[src/rtl/acc_avg_pkg.sv]
package acc_avg_pkg;
  parameter int SUM_W  = 32;
  parameter int SMP_W  = 24;
  parameter int MODE_W = 2;
  parameter int CODE_W = 3;
  parameter int SHF_W  = 3;
  parameter int ADDR_W = 3;
  localparam int NBYTES = SUM_W / 8;
  localparam int CNT_W  = (1 << CODE_W) + 1;

  typedef enum logic [MODE_W-1:0] {
    MODE_IDLE = 2'd0,
    MODE_RUN  = 2'd1,
    MODE_ONCE = 2'd2,
    MODE_LOOP = 2'd3
  } accMode_t;

  typedef struct packed {
    logic              clrSum;
    logic              addSample;
    logic              addStage;
    logic              freshBase;
    logic              doShift;
    logic [NBYTES-2:0] stageWr;
    logic              clrOvf;
  } accStrobe_t;
endpackage

[src/rtl/acc_avg_ctrl.sv]
module acc_avg_ctrl
  import acc_avg_pkg::*;
(
  input  logic              clk,
  input  logic              rstN,
  input  logic              adcOff,
  input  logic              sampleValid,
  input  logic              regWrEn,
  input  logic              regRdEn,
  input  logic [ADDR_W-1:0] regAddr,
  input  logic [7:0]        regWrData,
  output accStrobe_t        stb,
  output logic [7:0]        ctrlReg,
  output logic              doneIrq
);
  logic [CNT_W-1:0] cnt;
  logic [CNT_W-1:0] lastIdx;
  logic             done;
  logic             fresh;
  accMode_t         mode;
  logic [CODE_W-1:0] codeF;
  logic             wrHit, ctrlWr, takeSmp, counted, isLast;

  assign mode    = accMode_t'(ctrlReg[SHF_W+CODE_W +: MODE_W]);
  assign codeF   = ctrlReg[SHF_W +: CODE_W];
  assign lastIdx = (CNT_W'(1) << ({1'b0, codeF} + 1'b1)) - 1'b1;

  assign wrHit   = !adcOff && regWrEn;
  assign ctrlWr  = wrHit && (regAddr == '0);
  assign takeSmp = !adcOff && sampleValid && !regWrEn && (mode != MODE_IDLE)
                   && !((mode == MODE_ONCE) && done);
  assign counted = (mode == MODE_ONCE) || (mode == MODE_LOOP);
  assign isLast  = counted && (cnt == lastIdx);

  always_comb begin
    stb.clrSum    = ctrlWr && (regWrData == 8'h00);
    stb.addSample = takeSmp;
    stb.addStage  = wrHit && (regAddr == ADDR_W'(1));
    stb.freshBase = takeSmp && fresh;
    stb.doShift   = takeSmp && isLast;
    stb.clrOvf    = wrHit && (regAddr == ADDR_W'(NBYTES + 1)) && !regWrData[0];
    for (int i = 0; i < NBYTES - 1; i++)
      stb.stageWr[i] = wrHit && (regAddr == ADDR_W'(i + 2));
  end

  always_ff @(posedge clk or negedge rstN) begin
    if (!rstN) begin
      ctrlReg <= '0;
      cnt     <= '0;
      done    <= 1'b0;
      fresh   <= 1'b0;
    end else if (ctrlWr) begin
      ctrlReg <= regWrData;
      cnt     <= '0;
      done    <= 1'b0;
      fresh   <= 1'b0;
    end else if (takeSmp && counted) begin
      if (isLast) begin
        cnt   <= '0;
        done  <= (mode == MODE_ONCE);
        fresh <= (mode == MODE_LOOP);
      end else begin
        cnt   <= cnt + 1'b1;
        fresh <= 1'b0;
      end
    end
  end

  always_ff @(posedge clk or negedge rstN) begin
    if (!rstN)                                   doneIrq <= 1'b0;
    else if (takeSmp && isLast)                  doneIrq <= 1'b1;
    else if (regRdEn && regAddr == ADDR_W'(1))   doneIrq <= 1'b0;
  end
endmodule

[src/rtl/acc_avg_dpath.sv]
module acc_avg_dpath
  import acc_avg_pkg::*;
(
  input  logic             clk,
  input  logic             rstN,
  input  accStrobe_t       stb,
  input  logic             unipolar,
  input  logic [SHF_W-1:0] shAmt,
  input  logic [SMP_W-1:0] sampleData,
  input  logic [7:0]       regWrData,
  output logic [SUM_W-1:0] sumOut,
  output logic             ovfFlag
);
  logic [SUM_W-1:8] stageHi;
  logic [SUM_W-1:0] ext, addend, base, res, logicShf, arithShf, nextSum;
  logic signed [SUM_W-1:0] resS;
  logic [SUM_W:0]   wide;
  logic             ovfNow, addAny;

  assign ext    = unipolar ? {{(SUM_W-SMP_W){1'b0}}, sampleData}
                           : {{(SUM_W-SMP_W){sampleData[SMP_W-1]}}, sampleData};
  assign addend = stb.addSample ? ext : {stageHi, regWrData};
  assign base   = stb.freshBase ? '0 : sumOut;
  assign wide   = {1'b0, base} + {1'b0, addend};
  assign res    = wide[SUM_W-1:0];
  assign ovfNow = unipolar ? wide[SUM_W]
                           : (base[SUM_W-1] == addend[SUM_W-1]) && (res[SUM_W-1] != base[SUM_W-1]);
  assign resS     = res;
  assign arithShf = resS >>> shAmt;
  assign logicShf = res >> shAmt;
  assign nextSum  = !stb.doShift ? res : (unipolar ? logicShf : arithShf);
  assign addAny   = stb.addSample || stb.addStage;

  for (genvar g = 0; g < NBYTES - 1; g++) begin : g_stage
    always_ff @(posedge clk or negedge rstN) begin
      if (!rstN)              stageHi[8*(g+1) +: 8] <= '0;
      else if (stb.stageWr[g]) stageHi[8*(g+1) +: 8] <= regWrData;
    end
  end

  always_ff @(posedge clk or negedge rstN) begin
    if (!rstN)           sumOut <= '0;
    else if (stb.clrSum) sumOut <= '0;
    else if (addAny)     sumOut <= nextSum;
  end

  always_ff @(posedge clk or negedge rstN) begin
    if (!rstN)                 ovfFlag <= 1'b0;
    else if (addAny && ovfNow) ovfFlag <= 1'b1;
    else if (stb.clrOvf)       ovfFlag <= 1'b0;
  end
endmodule

[src/rtl/acc_avg_unit.sv]
module acc_avg_unit
  import acc_avg_pkg::*;
(
  input  logic              clk,
  input  logic              rstN,
  input  logic              adcOff,
  input  logic              unipolar,
  input  logic              sampleValid,
  input  logic [SMP_W-1:0]  sampleData,
  input  logic              regWrEn,
  input  logic              regRdEn,
  input  logic [ADDR_W-1:0] regAddr,
  input  logic [7:0]        regWrData,
  output logic [7:0]        regRdData,
  output logic [SUM_W-1:0]  sumOut,
  output logic              doneIrq,
  output logic              ovfFlag
);
  accStrobe_t stb;
  logic [7:0] ctrlReg;

  acc_avg_ctrl ctrl_i (
    .clk(clk), .rstN(rstN), .adcOff(adcOff), .sampleValid(sampleValid),
    .regWrEn(regWrEn), .regRdEn(regRdEn), .regAddr(regAddr), .regWrData(regWrData),
    .stb(stb), .ctrlReg(ctrlReg), .doneIrq(doneIrq)
  );

  acc_avg_dpath dpath_i (
    .clk(clk), .rstN(rstN), .stb(stb), .unipolar(unipolar),
    .shAmt(ctrlReg[SHF_W-1:0]), .sampleData(sampleData), .regWrData(regWrData),
    .sumOut(sumOut), .ovfFlag(ovfFlag)
  );

  always_comb begin
    regRdData = '0;
    if (regAddr == '0) regRdData = ctrlReg;
    for (int i = 0; i < NBYTES; i++)
      if (regAddr == ADDR_W'(i + 1)) regRdData = sumOut[8*i +: 8];
    if (regAddr == ADDR_W'(NBYTES + 1)) regRdData = {7'b0, ovfFlag};
  end
endmodule

[config.mk]
export PLATFORM = sky130hd
export DESIGN_NAME = acc_avg_unit
export DESIGN_NICKNAME = d
export VERILOG_FILES = /design/src/rtl/acc_avg_pkg.sv /design/src/rtl/acc_avg_ctrl.sv /design/src/rtl/acc_avg_dpath.sv /design/src/rtl/acc_avg_unit.sv
export SDC_FILE = /design/constraint.sdc
export NUM_CORES = 1
export LEC_CHECK = 0
export ABC_CLOCK_PERIOD_IN_PS = 5000
export BUFFER_PORTS_ARGS = -buffer_cell sky130_fd_sc_hd__buf_2
export CAP_MARGIN = 30
export CORE_ASPECT_RATIO = 1.25
export CORE_MARGIN = 2
export CORE_UTILIZATION = 50
export DETAILED_ROUTE_END_ITERATION = 10
export PLACE_DENSITY = 0.73
export SLEW_MARGIN = 20
export SYNTH_ARGS = -nofsm -noshare
export SYNTH_HDL_FRONTEND = slang
export SYNTH_HIERARCHICAL = 1
export SYNTH_SLANG_ARGS = --single-unit
[constraint.sdc]
create_clock -name clk -period 5 [get_ports clk]
set_clock_uncertainty 0.1 [all_clocks]
set_input_delay 0.25 -clock clk [delete_from_list [all_inputs] [get_ports clk]]
set_output_delay 0.25 -clock clk [all_outputs]
set_load 0.05 [all_outputs]
==> impl_results.rst <==
.. list-table::
   :header-rows: 1

   * - Metric
     - Value
   * - Critical path's slowest cell
     - sky130_fd_sc_hd__xor2_1
   * - Total global routing overflow
     - 0
   * - Unrepaired setup endpoints after global routing
     - no
   * - Critical path's top delay family
     - compound AO/OA/AOI/OAI gates
   * - Number of placed instances, taps included
     - roughly 1200
   * - Clock power frac
     - 0.112
   * - CTS H-Tree Depth
     - 3
   * - Detailed Place HPWL
     - roughly 22000 um
   * - Final weighted congestion in routability-driven placement
     - around 1.0
   * - Average wire per standard cell
     - roughly 24 um
   * - Total Routed Length
     - around 30000 um
   * - Std cell rows
     - slightly above 50
   * - Min Tclk post-route
     - approximately 4700 ps
   * - Worst Path Class, Setup
     - flop to flop
   * - DRC violation total after the first TritonRoute iteration
     - ~1100
   * - Internal power
     - 0.00291 W
   * - Clock sink count
     - 77
   * - Worst relative slew slack
     - 0.435
   * - Comb power frac
     - 0.710
   * - Arrival time of the worst setup path
     - 4850 ps
   * - Initial antenna violation count
     - 0
   * - Initial core utilization
     - 0.512
   * - Final number of hold-violating endpoints
     - 0
   * - All-layer global routing usage
     - 0.347
   * - Setup-failing EPs final
     - 0
   * - Switching power
     - 0.00371 W
   * - Number of nets still failing antenna checks after routing
     - 0
   * - Library cells used by synthesis
     - 97
   * - Clock network latency to the later pin of the worst-skew pair
     - 350 ps
   * - CTS root buf
     - sky130_fd_sc_hd__clkbuf_16
   * - Share of final-layout standard cells stronger than drive strength 1
     - 0.202
   * - Floorplan core area
     - around 16000 um2
   * - Maximum number of pins on one net before global-route repair
     - 54
   * - Power per standard cell area
     - 746 nW/um2
   * - Stage delay of the slowest cell on the critical path
     - ~560 ps
   * - Chip width
     - 117 um
   * - Dominant synthesized flop cell
     - sky130_fd_sc_hd__dfrtp_1
   * - Slew Limit Fails
     - 0
   * - Synthesized Nets
     - 1041
   * - Critical R2R Launch
     - ctrl_i/ctrlReg[7]$_DFFE_PN0P_
   * - Area Growth Syn to Fin
     - 11.4%
   * - Number of cells produced by synthesis
     - 964
   * - Detailed-routing iteration count for the pre-antenna-repair pass
     - 6
   * - Via total after detailed routing
     - between 8000 and 9000
   * - # DRC
     - 0
   * - Die extent in y
     - approximately 150 um
   * - Part of the Yosys area used for sequential elements
     - 0.242
   * - Achievable Freq
     - 212 MHz
   * - Post-cts hold buffer count
     - 1
   * - Number of antenna repair diodes
     - 0
   * - Path category of the worst min-delay check
     - input port to flop
   * - Buf/Inv on CP
     - 1
   * - Quantity of I/O buffers inserted on ports
     - 83
   * - Post-Place Worst Slack
     - 412 ps
   * - Die footprint
     - 17000 um2
   * - Flop pwr share
     - 0.178
   * - Number of synthesized register bits
     - just under 80
   * - Cell area after synthesis
     - 7970 um2
   * - Beginning of the worst hold path
     - regWrData[4]
   * - WP data required
     - 5130 ps
   * - Number of flops mapped to enable cells by yosys
     - 0
   * - Crit path setup slack, layout
     - 278 ps
   * - Global-route wire length before repair
     - 45100 um
   * - Worst IR drop on VDD
     - around 0.00048 V
   * - Cell breakdown of the critical path
     - nor2b_1 -> o211a_1 -> buf_4 -> mux2_2 -> ha_1 -> a21o_1 -> a31o_1 -> o211a_1 -> or3_1 -> a21oi_1 -> xor2_1 -> mux2_1 -> a211oi_1 -> a211o_1
   * - Critical path origin
     - ctrl_i/ctrlReg[7]$_DFFE_PN0P_
   * - Worst Path Max Fanout
     - 29
   * - Transition time at the pin with the least slew margin
     - 844 ps
   * - I/O pin cnt
     - 84
   * - CTS-repair resized insts
     - 0
   * - CP dominant cell by count
     - sky130_fd_sc_hd__o211a_1
   * - Sum of negative setup slack
     - 0 ps
   * - Leak Pwr
     - roughly 3.9 nW
   * - Startpoint kind of the worst setup timing path
     - flop
   * - Post-Layout Cell Count
     - 1232
   * - Status
     - finished clean
   * - Drt via density
     - 6.78
   * - Via count of the first global-routing pass
     - 7987
   * - TritonCTS clock tree
     - built
   * - Capturing element type of the critical path
     - flop
   * - Yosys warning count
     - 6
   * - Proportion of synthesized flip-flops having asynchronous set or reset
     - 1.00
   * - Fraction of power spent switching nets
     - 0.561
   * - Final net count
     - 1092
   * - CTS max path bufs
     - 2
   * - Synth Area per Inst
     - about 8.3 um2
   * - Max-cap viol count
     - 0
   * - # Post-CTS Setup Buffers
     - 0
   * - Clock buffer count from CTS
     - 9
   * - Clock transition at the registers of the reported paths
     - about 60 ps
   * - Share of the cycle needed by the critical path after routing
     - 0.944
[tightest hold or removal path, cell delays in order]
cell,delay (ps)
sky130_fd_sc_hd__buf_2,150
sky130_fd_sc_hd__nand2_1,70
sky130_fd_sc_hd__nand2_1,40
[layout make-up]
| type | instances | area [um2] |
|---|---|---|
| clock inverter | 5 | 81.3 |
| clock buffer | 11 | 253 |
| inverter | 28 | 105 |
| fill | 1471 | 6700 |
| sequential | 77 | 1930 |
| tap | 212 | 265 |
| timing repair buffer | 105 | 606 |
| multi-input combinational | 794 | 5640 |
[cells by family after synthesis]
family / Yosys count / share of synthesized area
compound gates: 314 / 0.282
xor+xnor: 27 / 0.0297
fa+ha+maj: 35 / 0.0559
buf+inv: 93 / 0.0514
flops: 77 / 0.242
mux: 74 / 0.117
other cells: 1 / 0.000471
simple gates: 343 / 0.221
[worst paths after layout]
kind / depth (start not counted) / slack (ps) / endpoint
min in group asynchronous: 2 / 270 / dpath_i/stageHi[28]$_DFFE_PN0P_
min: 3 / 110 / ctrl_i/ctrlReg[4]$_DFFE_PN0P_
max reg2reg: 14 / 280 / dpath_i/sumOut[21]$_DFFE_PN0P_
max: 14 / 280 / dpath_i/sumOut[21]$_DFFE_PN0P_
min reg2reg: 1 / 380 / ctrl_i/doneIrq$_DFFE_PN0P_
max in group asynchronous: 3 / 3910 / dpath_i/sumOut[31]$_DFFE_PN0P_
[routing by layer]
metal	share of wire	track usage	wire length, um	up-vias
met5	0	0	0	-
met4	0.059	0.184	1760	0
met3	0.086	0.0414	2550	118
met2	0.45	0.540	13500	532
met1	0.40	0.464	11900	3956
li1	-	-	-	3743
[power groups by stage]
| stage | Sequential [W] | Clock, W | Combinational, W |
|---|---|---|---|
| 3_3_place_gp | 0.00117 | 0 | 0.00452 |
| 6_report | 0.00118 | 0.000740 | 0.00470 |
| 3_5_place_dp | 0.00117 | 0 | 0.00453 |
| 2_1_floorplan | 0.00142 | 0 | 0.00298 |
| 5_1_grt | 0.00118 | 0.000776 | 0.00499 |
| 4_1_cts | 0.00116 | 0.000749 | 0.00457 |
[metrics by stage]
step / util / hold WS (ps) / power, W / instance area (um2)
6_report: 0.570 / 109 / 0.00662 / 8870
5_1_grt: 0.570 / 103 / 0.00695 / 8870
3_5_place_dp: 0.548 / 92.3 / 0.00570 / 8530
4_1_cts: 0.570 / 95.8 / 0.00647 / 8870
3_3_place_gp: 0.546 / 365 / 0.00569 / 8500
2_1_floorplan: - / -146 / 0.00440 / 7970
[sequential cells by signal (all words and copies together), names as in the netlist]
register         cells
ctrl_i/fresh         1
ctrl_i/cnt           9
dpath_i/stageHi     24
ctrl_i/ctrlReg       8
dpath_i/ovfFlag      1
dpath_i/sumOut      32
ctrl_i/doneIrq       1
ctrl_i/done          1
[cells in the final DEF (no fill, tap or decap), drive strengths merged, types with 17 or more instances in the layout]
| cell type | instances |
|---|---|
| buf | 104 |
| nand2 | 96 |
| dfrtp | 77 |
| a21oi | 61 |
| nor2 | 60 |
| o21ai | 60 |
| nor2b | 43 |
| mux2 | 42 |
| ha | 34 |
| nand3 | 33 |
| inv | 28 |
| o211ai | 27 |
| o21a | 23 |
| nor3 | 22 |
| mux2i | 21 |
| xnor2 | 17 |
| nand4 | 17 |
[cell usage after synthesis (5+ instances only)]
master / count / area share
sky130_fd_sc_hd__nand2_1: 95 / 0.045
sky130_fd_sc_hd__nor2_1: 59 / 0.028
sky130_fd_sc_hd__clkbuf_1: 37 / 0.017
sky130_fd_sc_hd__and3_1: 12 / 0.0094
sky130_fd_sc_hd__dfrtp_1: 77 / 0.24
sky130_fd_sc_hd__a211oi_1: 13 / 0.012
sky130_fd_sc_hd__o22ai_1: 10 / 0.0079
sky130_fd_sc_hd__inv_1: 27 / 0.013
sky130_fd_sc_hd__mux4_2: 11 / 0.031
sky130_fd_sc_hd__a21o_1: 6 / 0.0057
sky130_fd_sc_hd__mux2_2: 41 / 0.058
sky130_fd_sc_hd__nand3_1: 33 / 0.021
sky130_fd_sc_hd__a22oi_1: 14 / 0.013
sky130_fd_sc_hd__o21bai_1: 5 / 0.0047
sky130_fd_sc_hd__o21a_1: 22 / 0.021
sky130_fd_sc_hd__a21oi_1: 58 / 0.036
sky130_fd_sc_hd__a31oi_1: 6 / 0.0047
sky130_fd_sc_hd__o21ai_0: 47 / 0.030
sky130_fd_sc_hd__buf_1: 6 / 0.0028
sky130_fd_sc_hd__xnor2_1: 17 / 0.019
sky130_fd_sc_hd__ha_1: 34 / 0.053
sky130_fd_sc_hd__nor3_1: 22 / 0.014
sky130_fd_sc_hd__o311ai_0: 5 / 0.0055
sky130_fd_sc_hd__o221ai_1: 8 / 0.0088
sky130_fd_sc_hd__o2111ai_1: 8 / 0.0088
sky130_fd_sc_hd__o31ai_1: 13 / 0.012
sky130_fd_sc_hd__xor2_1: 10 / 0.011
sky130_fd_sc_hd__or3_1: 8 / 0.0063
sky130_fd_sc_hd__o211ai_1: 24 / 0.023
sky130_fd_sc_hd__buf_2: 14 / 0.0088
sky130_fd_sc_hd__nand4_1: 17 / 0.013
sky130_fd_sc_hd__nor4b_1: 5 / 0.0055
sky130_fd_sc_hd__nand2b_1: 8 / 0.0063
sky130_fd_sc_hd__and2_1: 8 / 0.0063
sky130_fd_sc_hd__o21ai_1: 13 / 0.0082
sky130_fd_sc_hd__a211o_1: 7 / 0.0077
sky130_fd_sc_hd__mux2i_1: 21 / 0.026
sky130_fd_sc_hd__a22o_1: 12 / 0.013
sky130_fd_sc_hd__nor2b_1: 43 / 0.034
No activity file was read; power rests on OpenSTA's default activity.
